--- config.mk ---
export PLATFORM = sky130hd
export DESIGN_NAME = omega_fabric
export DESIGN_NICKNAME = d
export VERILOG_FILES = /design/src/rtl/omega_pkg.sv /design/src/rtl/omega_element.sv /design/src/rtl/omega_stage.sv /design/src/rtl/omega_fabric.sv
export SDC_FILE = /design/constraint.sdc
export NUM_CORES = 1
export LEC_CHECK = 0
export BUFFER_PORTS_ARGS = -buffer_cell sky130_fd_sc_hd__buf_2
export CORE_MARGIN = 10
export CORE_UTILIZATION = 50
export DETAILED_ROUTE_END_ITERATION = 6
export GPL_TIMING_DRIVEN = 0
export PLACE_DENSITY = 0.72
export SLEW_MARGIN = 15
export SYNTH_ARGS = -nofsm -noshare
export SYNTH_HDL_FRONTEND = slang
export SYNTH_SLANG_ARGS = --single-unit
--- constraint.sdc ---
create_clock -name clk -period 1.9 [get_ports clk]
set_input_delay 0.19 -clock clk [delete_from_list [all_inputs] [get_ports clk]]
set_output_delay 0.19 -clock clk [all_outputs]
set_load 0.1 [all_outputs]
--- src/rtl/omega_pkg.sv ---
package omega_pkg;

  // Perfect shuffle on a BITS-wide position: rotate left by one.
  function automatic int unsigned shuffle_idx(input int unsigned idx,
                                              input int unsigned bits);
    int unsigned mask;
    mask = (1 << bits) - 1;
    return ((idx << 1) | (idx >> (bits - 1))) & mask;
  endfunction

endpackage

--- src/rtl/omega_element.sv ---
// Two-by-two self-routing element: decision logic only, the stage muxes data.
module omega_element (
  input  logic [1:0] req_v,      // input j holds a packet
  input  logic [1:0] req_bit,    // routing bit of the packet on input j
  output logic [1:0] grant_v,    // output k carries a packet
  output logic [1:0] grant_from, // output k takes input 0 or input 1
  output logic       clash       // input 1 lost its requested output
);
  always_comb begin
    clash = req_v[0] & req_v[1] & (req_bit[0] == req_bit[1]);
    for (int k = 0; k < 2; k++) begin
      if (req_v[0] && (req_bit[0] == 1'(k))) begin
        grant_v[k]    = 1'b1;
        grant_from[k] = 1'b0;
      end else if (req_v[1] && (req_bit[1] == 1'(k))) begin
        grant_v[k]    = 1'b1;
        grant_from[k] = 1'b1;
      end else begin
        grant_v[k]    = 1'b0;
        grant_from[k] = 1'b0;
      end
    end
  end
endmodule

--- src/rtl/omega_stage.sv ---
// One fabric stage: shuffle wiring, a column of elements, optional register.
module omega_stage #(
  parameter int PORTS = 8,
  parameter int AW    = $clog2(PORTS),
  parameter int DW    = 16,
  parameter int STAGE = 1,
  parameter bit PIPE  = 1'b1
) (
  input  logic                      clk,
  input  logic                      rst_n,
  input  logic [PORTS-1:0]          i_v,
  input  logic [PORTS-1:0][AW-1:0]  i_dst,
  input  logic [PORTS-1:0][AW-1:0]  i_src,
  input  logic [PORTS-1:0][DW-1:0]  i_dat,
  input  logic [PORTS-1:0]          i_blk,
  output logic [PORTS-1:0]          o_v,
  output logic [PORTS-1:0][AW-1:0]  o_dst,
  output logic [PORTS-1:0][AW-1:0]  o_src,
  output logic [PORTS-1:0][DW-1:0]  o_dat,
  output logic [PORTS-1:0]          o_blk,
  output logic [PORTS/2-1:0]        o_clash
);
  localparam int HALF = PORTS / 2;
  localparam int BIT  = AW - STAGE;

  logic [PORTS-1:0]         sh_v;
  logic [PORTS-1:0][AW-1:0] sh_dst, sh_src;
  logic [PORTS-1:0][DW-1:0] sh_dat;

  logic [PORTS-1:0]         nx_v;
  logic [PORTS-1:0][AW-1:0] nx_dst, nx_src;
  logic [PORTS-1:0][DW-1:0] nx_dat;
  logic [PORTS-1:0]         nx_blk;

  logic [HALF-1:0][1:0] gv, gf;
  logic [HALF-1:0]      clash;

  // Perfect shuffle in front of the element column.
  for (genvar j = 0; j < PORTS; j++) begin : g_shuf
    localparam int unsigned TO = omega_pkg::shuffle_idx(j, AW);
    assign sh_v[TO]   = i_v[j];
    assign sh_dst[TO] = i_dst[j];
    assign sh_src[TO] = i_src[j];
    assign sh_dat[TO] = i_dat[j];
  end

  for (genvar e = 0; e < HALF; e++) begin : g_elem
    omega_element u_elem (
      .req_v     ({sh_v[2*e+1], sh_v[2*e]}),
      .req_bit   ({sh_dst[2*e+1][BIT], sh_dst[2*e][BIT]}),
      .grant_v   (gv[e]),
      .grant_from(gf[e]),
      .clash     (clash[e])
    );
    for (genvar k = 0; k < 2; k++) begin : g_out
      assign nx_v[2*e+k]   = gv[e][k];
      assign nx_dst[2*e+k] = gf[e][k] ? sh_dst[2*e+1] : sh_dst[2*e];
      assign nx_src[2*e+k] = gf[e][k] ? sh_src[2*e+1] : sh_src[2*e];
      assign nx_dat[2*e+k] = gf[e][k] ? sh_dat[2*e+1] : sh_dat[2*e];
    end
  end

  // A loser is always the odd-input packet; flag the port it entered on.
  always_comb begin
    nx_blk = i_blk;
    for (int e = 0; e < HALF; e++) begin
      if (clash[e]) nx_blk[sh_src[2*e+1]] = 1'b1;
    end
  end

  assign o_clash = clash;

  if (PIPE) begin : g_reg
    always_ff @(posedge clk or negedge rst_n) begin
      if (!rst_n) begin
        o_v   <= '0;
        o_blk <= '0;
        o_dst <= '0;
        o_src <= '0;
        o_dat <= '0;
      end else begin
        o_v   <= nx_v;
        o_blk <= nx_blk;
        o_dst <= nx_dst;
        o_src <= nx_src;
        o_dat <= nx_dat;
      end
    end
  end else begin : g_comb
    assign o_v   = nx_v;
    assign o_blk = nx_blk;
    assign o_dst = nx_dst;
    assign o_src = nx_src;
    assign o_dat = nx_dat;
  end
endmodule

--- src/rtl/omega_fabric.sv ---
// Self-routing Omega fabric: log2(PORTS) shuffle-and-switch stages.
module omega_fabric #(
  parameter int PORTS = 8,
  parameter int DW    = 16,
  parameter bit PIPE  = 1'b1
) (
  input  logic                                clk,
  input  logic                                rst_n,
  input  logic [PORTS-1:0]                    in_valid,
  input  logic [PORTS-1:0][$clog2(PORTS)-1:0] in_dest,
  input  logic [PORTS-1:0][DW-1:0]            in_data,
  output logic [PORTS-1:0]                    out_valid,
  output logic [PORTS-1:0][$clog2(PORTS)-1:0] out_dest,
  output logic [PORTS-1:0][$clog2(PORTS)-1:0] out_src,
  output logic [PORTS-1:0][DW-1:0]            out_data,
  output logic [PORTS-1:0]                    blocked
);
  localparam int AW   = $clog2(PORTS);
  localparam int HALF = PORTS / 2;

  logic [AW:0][PORTS-1:0]         st_v;
  logic [AW:0][PORTS-1:0][AW-1:0] st_dst, st_src;
  logic [AW:0][PORTS-1:0][DW-1:0] st_dat;
  logic [AW:0][PORTS-1:0]         st_blk;

  // Per-stage conflict events, brought out for the checker.
  logic [AW-1:0][HALF-1:0]        stage_clash;

  assign st_v[0]   = in_valid;
  assign st_dst[0] = in_dest;
  assign st_dat[0] = in_data;
  assign st_blk[0] = '0;
  for (genvar k = 0; k < PORTS; k++) begin : g_tag
    assign st_src[0][k] = AW'(k);
  end

  for (genvar h = 1; h <= AW; h++) begin : g_stage
    omega_stage #(
      .PORTS(PORTS), .AW(AW), .DW(DW), .STAGE(h), .PIPE(PIPE)
    ) u_stage (
      .clk    (clk),
      .rst_n  (rst_n),
      .i_v    (st_v[h-1]),
      .i_dst  (st_dst[h-1]),
      .i_src  (st_src[h-1]),
      .i_dat  (st_dat[h-1]),
      .i_blk  (st_blk[h-1]),
      .o_v    (st_v[h]),
      .o_dst  (st_dst[h]),
      .o_src  (st_src[h]),
      .o_dat  (st_dat[h]),
      .o_blk  (st_blk[h]),
      .o_clash(stage_clash[h-1])
    );
  end

  assign out_valid = st_v[AW];
  assign out_dest  = st_dst[AW];
  assign out_src   = st_src[AW];
  assign out_data  = st_dat[AW];
  assign blocked   = st_blk[AW];
endmodule

==> reports/results.ini, run 1 <==
[critical_path]
start_kind = input pin
crit_required_ns = 2.38
cp_max_fo = 10
worstSetupEndpointType = register
worstPathArrival_ns = 2.31
worstSetupPathType = in2reg

[grt]
grt_max_degree = 114
grt.overflow.total = 0
grt_usage_pct = 24.9
antenna_found_initial = 22
grt_pass1_vias = 14500
grt_first_pass_wirelength_mm = 93.5

[die]
die_area_um2 = 49600
core_area_um2 = 40700
row_count = 74
die_h_um = 223
die_w_um = 223
pin_count = 354
start_util_pct = 50.5

[detailed_routing]
first_pass_iters = 5
drc_errors = 0
wire_per_inst_um = 24.6
drtIter0Drc = 1059
antenna_left = 0
wl_mm = 62.9
viasPerCell = 5.19
via_count = 13300

[timing]
max_slew.worst_pin.slew_ns = 0.659
grt_setup_unrepaired = false
post-route-min-period_ns = 1.83
fin_ws_ns = 0.0655
report.final.slew_viol_count = 0
fmax_ghz = 0.545
finalSetupViolCount = 0
slew_headroom_pct = 56.1
finalHoldViolCount = 0
clock-skew-final_ns = 0.0241
post-route-period-util_pct = 96.6

[cells_and_area]
seqCellArea_um2 = 13800
syn2layout_area_growth_pct = 34.1
multi_input_area_um2 = 6350
final_common_cell = dfrtp_1
final_net_count = 2130
mostFrequentLayoutCells = dfrtp_1 (553), mux2_2 (451), buf_2 (388)
finalNonFillerCells = 2560
fillCellCount = 2785
drive_gt1_share_pct = 47.5

[status]
status = finished, final reports clean

[power]
seqPwrFrac_pct = 40.8
internal_power_w = 0.0220
clockPowerShare_pct = 34.0
pwr-share-comb_pct = 25.3
power.density_nw_per_um2 = 1220
p_total_w = 0.0337
swShare_pct = 34.7
power.leakage_nw = 12.7
peakVddDrop_mv = 0.855
p_switching_w = 0.0117

[logic_synthesis]
synth_area_um2 = 20600
syn_area_per_cell_um2 = 15.7
synthesis.nets = 1469
yosys-top-cells-area = dfrtp_1 (67%), mux2_2 (25%), nand2_1 (1.1%)
seq_area_frac_synth_pct = 67.3
yosysUniqueCellTypes = 40
yosysTopAreaCell = dfrtp_1
synth_top_area_share_pct = 67.3
synthCells = 1307
yosysWarnings = 0
synth-seq-cells = 553

[place]
post-dp-hpwl_mm = 43.4
dpl_worst_slack_ns = -0.0490
port_buffers = 353
dp.cells = 2197
gp_congestion = 0.920

[clocking]
cts_max_level = 2
clock_path_buffers = 3
clkLatencyLatePin_ns = 0.60
clk_pin_slew_ns = 0.07
post_cts_buffers = 0
clockRootBuffer = clkbuf_16
cts_tree = built
clkSinkCount = 553
numCtsBuffers = 55

[hold_path]
hold_class = in2reg

[flow_run]
drv_cap = 0

## cell usage after synthesis
library cell and number:
a21o_1 2, a21oi_1 8, a21oi_2 4, a31oi_1 1
and2_1 22, and3_1 4, buf_2 36, buf_4 4
clkbuf_1 6, clkbuf_2 1, clkdlybuf4s15_1 1, conb_1 2
dfrtp_1 553, inv_1 36, mux2_1 3, mux2_2 451
nand2_1 58, nand2b_1 14, nand2b_2 1, nand3_1 13
nand3_2 4, nand3b_1 4, nand4_1 3, nand4b_1 2
nand4b_2 1, nor2_1 16, nor3_1 6, nor4_1 1
o211ai_1 1, o21ai_0 15, o22ai_1 9, o2bb2ai_1 1
o32a_1 1, o32ai_1 3, or3_1 2, or3_4 1
or4_1 5, xnor2_1 7, xor2_1 4, xor2_2 1
## cells by family (layout without fill, tap and decap cells)
family                    after synthesis  count (layout)  synth area share (%)
AOI/OAI and AO/OA                      45              45                  1.36
other                                   2              19                0.0365
DFF                                   553             553                  67.3
muxes                                 454             454                  24.9
buffers and inverters                  84             788                  1.86
xor gates and xnor gates               12              12                 0.548
and+or+nand+nor                       157             157                  3.99
## final cells by class
cell class              count  share of cell area, %
repair buffers            604                   15.9
inverters                  36                  0.490
plain buffers              48                  0.898
diodes                     17                  0.154
clock inverters            27                   1.20
flip-flops and latches    553                   50.2
well taps                 532                   2.41
multi-input cells         670                   23.0
clock buffers              73                   5.75
## state kept, by name (all words and copies together) (netlist names)
name,cells
g_stage.u_stage.o_blk,20
g_stage.u_stage.o_dat,384
g_stage.u_stage.o_dst,72
g_stage.u_stage.o_src,53
g_stage.u_stage.o_v,24
## stage by stage
step | TNS [ns] | utilization, % | area, um2 | hold slack (ns)
global placement | -5476.30 | 56.4 | 23000 | 0.414
finish | 0 | 67.7 | 27600 | 0.0774
CTS | 0 | 67.5 | 27500 | 0.0105
floorplan | 0 | - | 20600 | -0.106
detailed placement | -0.251 | 56.8 | 23100 | 0.168
global route | 0 | 67.7 | 27600 | 0.0393
## per-layer routing
| metal | share of wire (%) | vias up | routed length (um) | global-route usage, % |
|---|---|---|---|---|
| met1 | 43 | 6835 | 27000 | 33.0 |
| met3 | 6.2 | 145 | 3900 | 5.96 |
| met5 | 0.079 | - | 50 | 0 |
| met4 | 3.6 | 8 | 2300 | 9.59 |
| met2 | 47 | 448 | 29700 | 39.1 |
| li1 | - | 5862 | - | - |
## what timing repair did
action,CTS,global route
setup endpoints to repair,0,13
hold endpoints to repair,223,0
hold buffers,246,0
gates resized for setup,0,2
## path summary, 6_finish.rpt
path / from / to / slack, ns / depth (start not counted)
min: in_dest[11] / g_stage[1].u_stage.o_blk[7] / 0.08 / 3
max reg2reg: g_stage[2].u_stage.o_dst[18] / g_stage[3].u_stage.o_dat[74] / 0.07 / 4
max: in_dest[17] / g_stage[1].u_stage.o_dat[40] / 0.07 / 6
max in group asynchronous: rst_n / g_stage[3].u_stage.o_dst[0] / 0.36 / 4
min reg2reg: g_stage[1].u_stage.o_blk[4] / g_stage[2].u_stage.o_blk[4] / 0.43 / 1
min in group asynchronous: rst_n / g_stage[3].u_stage.o_dat[106] / 0.13 / 2
## critical path: stages
cell	delay [ns]
buf_2	0.13
nand2b_1	0.18
a21oi_2	0.51
buf_4	0.35
mux2_2	0.37
dlygate4sd3_1	0.57
## power groups by stage
stage / combinational, W / sequential (W) / clock (W)
floorplan: 0.00167 / 0.0181 / 0
global placement: 0.00794 / 0.0139 / 0
detailed placement: 0.00798 / 0.0139 / 0
CTS: 0.00850 / 0.0137 / 0.0116
global route: 0.00880 / 0.0139 / 0.0121
finish: 0.00852 / 0.0137 / 0.0114
No activity file was read; power rests on OpenSTA's default activity.
==> inputs of run 2 (changes only) <==
--- a/config.mk
+++ b/config.mk
@@ -11,6 +11,7 @@
 export DETAILED_ROUTE_END_ITERATION = 6
 export GPL_TIMING_DRIVEN = 0
 export PLACE_DENSITY = 0.72
+export REMOVE_ABC_BUFFERS = 1
 export SLEW_MARGIN = 15
 export SYNTH_ARGS = -nofsm -noshare
 export SYNTH_HDL_FRONTEND = slang
==> run 2 against run 1 <==
Effect of this change: the run now ends with negative hold slack left; clock power hardly changed; critical path type is now reg2reg; worst setup slack better by 0.028 ns; critical path depth is 2 lower; combinational power is 2% higher.
==> reports/results.ini, run 2 (synthesized netlist as in run 1, its figures left out) <==
[grt]
grt_first_pass_wirelength_mm = 93.7
grt_pass1_vias = 15200
grt_max_degree = 111
grt_usage_pct = 25.3
antenna_found_initial = 11
grt.overflow.total = 0

[timing]
finalHoldViolCount = 100
post-route-period-util_pct = 95.1
fmax_ghz = 0.553
max_slew.worst_pin.slew_ns = 0.880
slew_headroom_pct = 41.2
tns_ns = 0
post-route-min-period_ns = 1.81
fin_ws_ns = 0.0931
clock-skew-final_ns = 0.0215
grt_setup_unrepaired = false
report.final.slew_viol_count = 0
finalSetupViolCount = 0
whs_ns = -0.194

[die]
die_area_um2 = 49600
pin_count = 354
die_h_um = 223
core_area_um2 = 40700
start_util_pct = 50.5
die_w_um = 223
row_count = 74

[place]
gp_congestion = 0.945
placed_area_um2 = 23400
dp.cells = 2163
port_buffers = 353
post-dp-hpwl_mm = 43.3
dpl_worst_slack_ns = -0.139

[cells_and_area]
top_register = g_stage.u_stage.o_dat
drive_gt1_share_pct = 47.8
stdcell_area_um2 = 28100
final_net_count = 2114
final_common_cell = dfrtp_1
finalNonFillerCells = 2539
top_regs = g_stage.u_stage.o_dat: 384 flops, g_stage.u_stage.o_dst: 72 flops, g_stage.u_stage.o_src: 53 flops
syn2layout_area_growth_pct = 36.5
largest_reg_flops = 384
mostFrequentLayoutCells = dfrtp_1 (553), mux2_2 (451), buf_2 (352)

[power]
power.leakage_nw = 12.9
power.density_nw_per_um2 = 1200
peakVddDrop_mv = 1.02

[clocking]
clk_pin_slew_ns = 0.06
cts_tree = built
clock_path_buffers = 3
clkLatencyLatePin_ns = 0.61
cts_max_level = 2
clockRootBuffer = clkbuf_16
clkSinkCount = 553
hold_buffers = 254
numCtsBuffers = 55

[hold_path]
hold_class = in2async

[status]
violations = negative hold slack
status = finished with violations

[critical_path]
worstPathArrival_ns = 2.28
r2r_slack_ns = 0.09
critPathSlowestCell = dfrtp_1
rr_worst_depth = 4
worstSetupPathType = reg2reg
cp_max_fo = 16
rr_startpoint = g_stage[2].u_stage.o_dst[18]
crit_chain = nand2b_1 -> a21oi_4 -> buf_16 -> mux2_2
worstSetupEndpointType = register
start_kind = register
crit_required_ns = 2.38
reg2reg_to = g_stage[3].u_stage.o_dat[77]
slowest_delay_ns = 0.43

[detailed_routing]
first_pass_iters = 6
wl_mm = 63.3
viasPerCell = 5.28
via_count = 13400
wire_per_inst_um = 24.9
antenna_left = 0
drtIter0Drc = 848
drc_errors = 0

[flow_run]
drv_cap = 0

## run 2: cell count changes in the layout (fill, tap and decap cells not counted), moves of 5 or more
cell | before | now
buf_2 | 388 | 352
buf_16 | 5 | 18
a21oi_4 | 2 | 12
a21oi_1 | 8 | 0
nand3_1 | 13 | 5
diode_2 | 17 | 11
buf_12 | 0 | 5
buf_4 | 4 | 9
nand3_4 | 0 | 5
## run 2: repair_timing
action / CTS / global route
pin swaps: 0 / 1
buffers inserted: 0 / 10
gates resized for setup: 4 / 3
endpoints found under the setup margin: 16 / 42
cloned: 0 / 0
hold endpoints to repair: 310 / 100
## run 2: worst max path at each step
stage | start | end
finish | g_stage[2].u_stage.o_dst[18] | g_stage[3].u_stage.o_dat[77]
global route | g_stage[2].u_stage.o_dst[18] | g_stage[3].u_stage.o_dat[64]
CTS | g_stage[1].u_stage.o_dst[16] | g_stage[2].u_stage.o_dst[8]
detailed placement | rst_n | g_stage[1].u_stage.o_dat[73]
global placement | rst_n | g_stage[1].u_stage.o_dat[73]
floorplan | g_stage[2].u_stage.o_dst[15] | g_stage[3].u_stage.o_dat[32]
## run 2: metal layers
layer | GRT usage [%] | wire, um | up-vias
li1 | - | - | 5843
met1 | 27.8 | 23300 | 6894
met2 | 45.6 | 33300 | 540
met3 | 5.78 | 4110 | 116
met4 | 11.2 | 2610 | 4
met5 | 0 | 25 | -
## run 2: worst max-delay path: cells and delay by family (launching register included)
kind	cells	cell delay, ns
DFF	1	0.43
muxes	1	0.36
AOI/OAI and AO/OA	1	0.40
buffers and inverters	1	0.23
and+or+nand+nor	1	0.24
## run 2: metrics by stage
stage	util, %	total power [W]	hold WS [ns]
CTS	68.6	0.0338	-0.176
finish	68.9	0.0336	-0.194
floorplan	-	0.0198	-0.106
global route	68.8	0.0347	-0.150
global placement	55.8	0.0218	0.344
detailed placement	57.5	0.0221	0.104
## run 2: area by class of cell
type	instances	area, um2
Timing Repair Buffer	636	4970
Antenna cell	11	27.5
Clock inverter	18	225
Tap cell	532	666
Inverter	36	135
Fill cell	2705	12700
Sequential cell	553	13800
Multi-Input combinational cell	670	6530
Clock buffer	83	1660
## run 2: power by group
| group | internal, W | leakage, nW | switching (W) | total [W] |
|---|---|---|---|---|
| logic | 0.00226 | 5.37 | 0.00639 | 0.00865 |
| registers | 0.0131 | 6.57 | 0.000724 | 0.0138 |
| clock network | 0.00671 | 0.936 | 0.00450 | 0.0112 |
| total | 0.0220 | 12.9 | 0.0116 | 0.0336 |
